[src/rtl/shim_pkg.sv]
package shim_pkg;
  localparam int RM_W   = 2;
  localparam int CODE_W = 2;

  typedef enum logic [CODE_W-1:0] {
    WARN_NONE    = 2'd0,
    WARN_UNMASK  = 2'd1,
    WARN_PREC_FZ = 2'd2,
    WARN_DAZ     = 2'd3
  } warn_e;

  // lower nonzero code wins
  function automatic warn_e warn_pick(warn_e a, warn_e b);
    if (a == WARN_NONE) return b;
    if (b == WARN_NONE) return a;
    return (a < b) ? a : b;
  endfunction
endpackage

[src/rtl/cw_unit.sv]
module cw_unit
  import shim_pkg::*;
#(
  parameter bit          IS_VEC    = 1'b0,
  parameter int          DW        = 16,
  parameter int          RM_LSB    = 10,
  parameter logic [31:0] DFLT_WORD = 32'h037F,
  parameter int          MASK_LSB  = 0,
  parameter int          MASK_W    = 6,
  parameter int          PC_LSB    = 8,
  parameter int          FZ_BIT    = 15,
  parameter int          DAZ_BIT   = 6
) (
  input  logic          clk_i,
  input  logic          rst_ni,
  input  logic          we_i,
  input  logic [DW-1:0] wdata_i,
  output logic [DW-1:0] rd_o,
  output warn_e         code_o
);
  localparam logic [DW-1:0] DFLT   = DW'(DFLT_WORD);
  localparam logic [DW-1:0] RM_MSK = DW'({RM_W{1'b1}}) << RM_LSB;

  logic [RM_W-1:0] rm_q;
  warn_e           scr_code;
  logic            unmask;

  assign unmask = ~&wdata_i[MASK_LSB +: MASK_W];

  generate
    if (IS_VEC) begin : g_vec
      always_comb begin
        if (unmask)                scr_code = WARN_UNMASK;
        else if (wdata_i[FZ_BIT])  scr_code = WARN_PREC_FZ;
        else if (wdata_i[DAZ_BIT]) scr_code = WARN_DAZ;
        else                       scr_code = WARN_NONE;
      end
    end else begin : g_fpu
      always_comb begin
        if (unmask)                             scr_code = WARN_UNMASK;
        else if (wdata_i[PC_LSB +: 2] != 2'b11) scr_code = WARN_PREC_FZ;
        else                                    scr_code = WARN_NONE;
      end
    end
  endgenerate

  always_ff @(posedge clk_i or negedge rst_ni) begin
    if (!rst_ni)   rm_q <= '0;
    else if (we_i) rm_q <= wdata_i[RM_LSB +: RM_W];
  end

  assign rd_o   = DFLT | (DW'(rm_q) << RM_LSB);
  assign code_o = we_i ? scr_code : WARN_NONE;


  rd_canonical_chk: assert property (@(posedge clk_i) disable iff (!rst_ni)
    (rd_o & ~RM_MSK) == DFLT);

  rm_update_chk: assert property (@(posedge clk_i) disable iff (!rst_ni)
    we_i |=> rd_o[RM_LSB +: RM_W] == $past(wdata_i[RM_LSB +: RM_W]));
endmodule

[src/rtl/warn_latch.sv]
module warn_latch
  import shim_pkg::*;
(
  input  logic  clk_i,
  input  logic  rst_ni,
  input  logic  clr_i,
  input  warn_e code_a_i,
  input  warn_e code_b_i,
  output warn_e code_o
);
  warn_e code_q;

  always_ff @(posedge clk_i or negedge rst_ni) begin
    if (!rst_ni)                               code_q <= WARN_NONE;
    else if (clr_i || code_q == WARN_NONE)     code_q <= warn_pick(code_a_i, code_b_i);
  end

  assign code_o = code_q;


  warn_sticky_chk: assert property (@(posedge clk_i) disable iff (!rst_ni)
    (code_q != WARN_NONE && !clr_i) |=> code_q == $past(code_q));

  clr_new_chk: assert property (@(posedge clk_i) disable iff (!rst_ni)
    (clr_i && code_a_i == WARN_NONE && code_b_i == WARN_NONE) |=> code_q == WARN_NONE);
endmodule

[src/rtl/cc_pack.sv]
module cc_pack #(
  parameter int SW = 16
) (
  input  logic          clk_i,
  input  logic          rst_ni,
  input  logic          we_i,
  input  logic [SW-1:0] wdata_i,
  output logic [SW-1:0] cc_o
);
  localparam logic [SW-1:0] CC_MSK = SW'(16'h4700);

  logic [3:0] cc_q; // {C3,C2,C1,C0}

  always_ff @(posedge clk_i or negedge rst_ni) begin
    if (!rst_ni)   cc_q <= '0;
    else if (we_i) cc_q <= {wdata_i[14], wdata_i[10], wdata_i[9], wdata_i[8]};
  end

  always_comb begin
    cc_o     = '0;
    cc_o[14] = cc_q[3];
    cc_o[10] = cc_q[2];
    cc_o[9]  = cc_q[1];
    cc_o[8]  = cc_q[0];
  end


  cc_zero_bits_chk: assert property (@(posedge clk_i) disable iff (!rst_ni)
    (cc_o & ~CC_MSK) == '0);

  cc_load_chk: assert property (@(posedge clk_i) disable iff (!rst_ni)
    we_i |=> cc_o == ($past(wdata_i) & CC_MSK));
endmodule

[src/rtl/ctrl_word_shim.sv]
module ctrl_word_shim
  import shim_pkg::*;
#(
  parameter int FPU_W = 16,
  parameter int VEC_W = 32,
  parameter int SW_W  = 16
) (
  input  logic             clk_i,
  input  logic             rst_ni,
  input  logic             fpu_cw_we_i,
  input  logic [FPU_W-1:0] fpu_cw_wdata_i,
  output logic [FPU_W-1:0] fpu_cw_o,
  input  logic             vec_csr_we_i,
  input  logic [VEC_W-1:0] vec_csr_wdata_i,
  output logic [VEC_W-1:0] vec_csr_o,
  input  logic             cc_we_i,
  input  logic [SW_W-1:0]  cc_wdata_i,
  output logic [SW_W-1:0]  cc_o,
  input  logic             warn_clr_i,
  output logic             warn_o,
  output logic [1:0]       warn_code_o
);
  warn_e fpu_code, vec_code, held_code;

  cw_unit #(
    .IS_VEC(1'b0), .DW(FPU_W), .RM_LSB(10), .DFLT_WORD(32'h037F),
    .MASK_LSB(0), .MASK_W(6), .PC_LSB(8), .FZ_BIT(15), .DAZ_BIT(6)
  ) i_fpu (
    .clk_i, .rst_ni, .we_i(fpu_cw_we_i), .wdata_i(fpu_cw_wdata_i),
    .rd_o(fpu_cw_o), .code_o(fpu_code)
  );

  cw_unit #(
    .IS_VEC(1'b1), .DW(VEC_W), .RM_LSB(13), .DFLT_WORD(32'h1F80),
    .MASK_LSB(7), .MASK_W(6), .PC_LSB(8), .FZ_BIT(15), .DAZ_BIT(6)
  ) i_vec (
    .clk_i, .rst_ni, .we_i(vec_csr_we_i), .wdata_i(vec_csr_wdata_i),
    .rd_o(vec_csr_o), .code_o(vec_code)
  );

  warn_latch i_warn (
    .clk_i, .rst_ni, .clr_i(warn_clr_i),
    .code_a_i(fpu_code), .code_b_i(vec_code), .code_o(held_code)
  );

  cc_pack #(.SW(SW_W)) i_cc (
    .clk_i, .rst_ni, .we_i(cc_we_i), .wdata_i(cc_wdata_i), .cc_o(cc_o)
  );

  assign warn_code_o = held_code;
  assign warn_o      = (held_code != WARN_NONE);


  warn_flag_chk: assert property (@(posedge clk_i) disable iff (!rst_ni)
    warn_o == (warn_code_o != 2'd0));
endmodule

[config.mk]
export PLATFORM = sky130hd
export DESIGN_NAME = ctrl_word_shim
export DESIGN_NICKNAME = d
export VERILOG_FILES = /design/src/rtl/shim_pkg.sv /design/src/rtl/cw_unit.sv /design/src/rtl/warn_latch.sv /design/src/rtl/cc_pack.sv /design/src/rtl/ctrl_word_shim.sv
export SDC_FILE = /design/constraint.sdc
export NUM_CORES = 1
export LEC_CHECK = 0
export BUFFER_PORTS_ARGS = -buffer_cell sky130_fd_sc_hd__buf_2
export CAP_MARGIN = 20
export CORE_ASPECT_RATIO = 1.2
export CORE_MARGIN = 2
export CORE_UTILIZATION = 33
export DETAILED_ROUTE_END_ITERATION = 16
export PLACE_DENSITY = 0.86
export SETUP_SLACK_MARGIN = 0.2
export SLEW_MARGIN = 0
export SYNTH_ARGS = -nofsm -noshare
export SYNTH_HDL_FRONTEND = slang
export SYNTH_HIERARCHICAL = 1
export SYNTH_SLANG_ARGS = --single-unit
[constraint.sdc]
create_clock -name clk_i -period 2 [get_ports clk_i]
set_input_delay 0.2 -clock clk_i [delete_from_list [all_inputs] [get_ports clk_i]]
set_output_delay 0.2 -clock clk_i [all_outputs]
set_load 0.02 [all_outputs]
==> results by stage <==
Die:
- The die height is 63.7 um.
- The die is 53.7 um wide.
- The initial utilization of the core area, before any placement, comes to 0.348.
- The placeable core region is 0.00281 sq mm.
- The standard-cell row count is 21.
- 137 I/O pins were placed.
- The area of the die is 0.00342 sq mm.

Synthesis:
- Of all flip-flops after synthesis, the portion carrying an async set or reset was 1.00.
- Yosys instantiated no cell more often than sky130_fd_sc_hd__buf_4.
- By count the netlist is led by sky130_fd_sc_hd__buf_4, sky130_fd_sc_hd__dfrtp_1, sky130_fd_sc_hd__mux2_2.
- The mean instance size in the synthesized netlist is 9.07 sq um.
- The total of warnings raised by yosys is 6.
- Among all flip-flop cells after synthesis, the most frequent one is sky130_fd_sc_hd__dfrtp_1.
- The number of distinct library cell variants in the gate-level netlist after synthesis is 25.
- The share of Yosys cell area claimed by the top area cell type is 0.429.
- The synthesized design contains 0 enable-type register cells.
- Sorting the synthesized cells by area gives the leading types as sky130_fd_sc_hd__buf_4, sky130_fd_sc_hd__dfrtp_1, sky130_fd_sc_hd__mux2_2.
- The share of the Yosys chip area taken by registers is 0.255.
- The post-synthesis cell count is 108.
- The flop and latch count out of synthesis is 10.
- The cell area that synthesis handed to floorplanning was 980 sq um.
- The synthesized design spends more area on one cell type than any other, namely sky130_fd_sc_hd__buf_4.

Route:
- The number of DRC markers after the initial detailed-route iteration is 6.
- Before antenna repair, the detailed router went through 3 iterations.
- After detailed routing, the total wire length is 1.51 mm.
- Once detail routing completed, the nets flagged for antenna violations numbered 0.
- The remaining design rule violation count is 0.
- The overall via count from detail_route is 679.
- The average wire per standard cell is 8.26 um.
- The post-detailed-route via-to-cell ratio is 3.71.

Setup path:
- On the worst path, the slowest cell contributes a delay of 0.26 ns.
- The worst reg-to-reg path cell count is 3.
- The critical path's slowest cell is sky130_fd_sc_hd__ha_1.
- Traced cell by cell, the critical path runs through buf_2, nand4_1, nor3_1, buf_4, inv_2, ha_1, nor2_1, nor3_2, o31ai_2.
- The critical-path maximum fanout is 5.
- For the worst setup path, the data required time is 2.17 ns.
- The worst path buffer plus inverter count is 3.
- The startpoint type of the worst setup path is an input pin.
- The critical path is of the input pin to register type.
- Grouping stages by cell kind, the critical path spends the most delay in simple AND/OR/NAND/NOR gates.
- STA classifies the critical path endpoint as a register.
- The worst endpoint data arrival time is 1.44 ns.
- The number of logic stages on the critical path including buffering is 9.

Final layout:
- The repair_antennas step left the layout with diodes totalling 0.
- The growth of design area from synthesis to finish is 6.26%.
- After filler insertion, the fill cell instance count of the layout stands at 295.
- The area taken by flip-flops and latches is 250 sq um.
- The multi-input combinational cell area is 493 sq um.
- The finished cells cover 0.00104 sq mm.
- The fraction of final layout cells sized beyond drive strength 1 is 0.389.
- The number of nets in the final layout is 223.

CTS:
- TritonCTS built the clock tree.
- The post-CTS setup repair buffer count is 0.
- The total of hold buffers inserted after clock tree synthesis is 1.
- The clock transition at the register clock pins on the worst setup and hold paths after CTS is 0.06 ns.
- The number of gates resized after CTS was 0.
- The later pin in the worst-skew pair is clocked with a latency of 0.25 ns.
- The cell sitting at the root of the clock tree is a sky130_fd_sc_hd__clkbuf_4.
- The buffer levels on the longest clock path is 2.
- For this design, the sink count on the clock tree is 10.
- CTS built an H-tree with a depth of 1.
- The number of clock buffers added by TritonCTS is 3.

GRT:
- The first-pass GRT wire length is 2.21 mm.
- Entering global routing, the biggest net connects 11 pins.
- Global routing finished with a remaining overflow of 0.
- The number of antenna violations at the first check in global routing is 0.
- The via count of the first global-routing pass is 533.
- The total routing resource utilization after global routing is 0.0860.

Timing:
- The number of pins exceeding their max-slew limit in the final report is 0.
- The shortest period the worst path allows is 1.28 ns.
- The final count of hold timing violations is 0.
- The least setup slack across all paths after layout is 0.723 ns.
- Setup repair after global routing left no endpoint under its margin.
- For the final database, setup skew stands at 0.0000139 ns.
- The final-report setup violation count is 0.
- Of the available clock period, the critical path in the final layout requires 0.638.
- Setup total negative slack on the finished layout was measured at 0 ns.
- Timing would allow up to 783 MHz.

Placed design:
- Input and output buffers added on the ports amount to 40.
- The placed wire-length estimate after detailed placement is 1.38 mm.
- The routability-driven placement congestion ratio is 0.722.
- The placed instances occupy a cell area of 0.00101 sq mm.
- Before CTS, the worst setup slack after placement is 0.430 ns.

Pwr:
- The switching power is 229 uW.
- Of the total power, the share spent switching nets is 0.394.
- The share of total power dissipated in combinational logic is 0.378.
- For this design the ratio of total power to cell area is 558 mW/mm^2.
- Summed over all cells, the static leakage comes to 0.000587 uW.
- The peak ir drop on the vdd network is 0.343 mV.
- The sequential fraction of design power is 0.401.
- Of the total power, the clock network draws 0.221.
- The internal portion of the total power is 352 uW.

Hold path:
- The worst hold path belongs to the class input pin to register.
- Along the worst hold path, the cell count comes to 2.

Outcome:
- The flow ran to the end, and the final reports show no timing, DRC or antenna violations.

Flow run:
- Across the run, the number of max-cap violations was 0.
## cells in the final DEF (no fill, tap or decap)
cell / n
sky130_fd_sc_hd__conb_1: 56
sky130_fd_sc_hd__inv_1: 1
sky130_fd_sc_hd__inv_2: 1
sky130_fd_sc_hd__nor3_1: 1
sky130_fd_sc_hd__buf_2: 40
sky130_fd_sc_hd__nand2_1: 2
sky130_fd_sc_hd__nor2b_1: 2
sky130_fd_sc_hd__ha_1: 2
sky130_fd_sc_hd__o31ai_2: 1
sky130_fd_sc_hd__or2_1: 1
sky130_fd_sc_hd__a21oi_1: 1
sky130_fd_sc_hd__dfrtp_1: 10
sky130_fd_sc_hd__nand4_1: 2
sky130_fd_sc_hd__a2111oi_2: 1
sky130_fd_sc_hd__o22ai_1: 1
sky130_fd_sc_hd__buf_4: 2
sky130_fd_sc_hd__nor3_2: 1
sky130_fd_sc_hd__nand2b_4: 1
sky130_fd_sc_hd__a31oi_1: 1
sky130_fd_sc_hd__o21ai_1: 1
sky130_fd_sc_hd__mux2_2: 8
sky130_fd_sc_hd__clkbuf_4: 3
sky130_fd_sc_hd__o21a_1: 2
sky130_fd_sc_hd__o21ai_0: 1
sky130_fd_sc_hd__dlygate4sd3_1: 1
sky130_fd_sc_hd__nand2b_1: 1
sky130_fd_sc_hd__nor2_1: 4
sky130_fd_sc_hd__o31a_1: 1
## power by group through the flow
stage / sequential, uW / combinational, uW / clock (uW)
floorplan: 261 / 215 / 0
detailed placement: 236 / 218 / 0
global placement: 236 / 215 / 0
global route: 236 / 240 / 155
CTS: 233 / 220 / 138
finish: 233 / 220 / 129
## registers in the layout, summed over array words and instances, names as in the netlist
| name | cells |
|---|---|
| i_warn/code_o | 2 |
| i_fpu/rm_q | 2 |
| i_vec/rm_q | 2 |
| i_cc/cc_q | 4 |
## area by class of cell
cell class / count / share of cell area
Multi-Input combinational cell: 91 / 0.474
Sequential cell: 10 / 0.240
Timing Repair Buffer: 43 / 0.216
Tap cell: 34 / 0.0409
Clock buffer: 3 / 0.0216
Inverter: 2 / 0.00721
## stage by stage
| step | utilization | hold WS, ns | std cells | total power [uW] |
|---|---|---|---|---|
| 2_1_floorplan | - | -0.0956 | 159 | 476 |
| 3_3_place_gp | 0.359 | 0.0764 | 179 | 451 |
| 3_5_place_dp | 0.359 | 0.0775 | 179 | 454 |
| 4_1_cts | 0.370 | 0.163 | 183 | 591 |
| 5_1_grt | 0.370 | 0.162 | 183 | 631 |
| 6_report | 0.370 | 0.177 | 183 | 581 |
## metal layers
metal / global-route usage / part of all wire / up-vias
met4: 0.0385 / 0.0040 / 0
met1: 0.0994 / 0.35 / 298
li1: - / - / 322
met3: 0.0237 / 0.16 / 2
met2: 0.142 / 0.49 / 57
met5: 0 / 0 / -
## logic make-up (layout without fill, tap and decap cells)
kind of cell,after synthesis,in the layout,share of synthesized area
simple gates,15,15,0.0907
fa+ha+maj,2,2,0.0255
flops,10,10,0.255
compound gates,10,10,0.0804
buf+inv,58,48,0.437
mux,8,8,0.0920
other cells,5,56,0.0192
## worst paths after layout
| check | start | end | slack, ns |
|---|---|---|---|
| setup / recovery | vec_csr_wdata_i[11] | i_warn/code_o[0] | 0.72 |
| hold / removal | cc_wdata_i[8] | i_cc/cc_q[0] | 0.18 |
| setup reg to reg | i_warn/code_o[1] | i_warn/code_o[1] | 1.11 |
| hold reg to reg | i_vec/rm_q[0] | i_vec/rm_q[0] | 0.50 |
| max in group asynchronous | rst_ni | i_warn/code_o[1] | 1.48 |
| min in group asynchronous | rst_ni | i_cc/cc_q[0] | 0.33 |
Note: power is estimated with default switching activity, not from simulation.
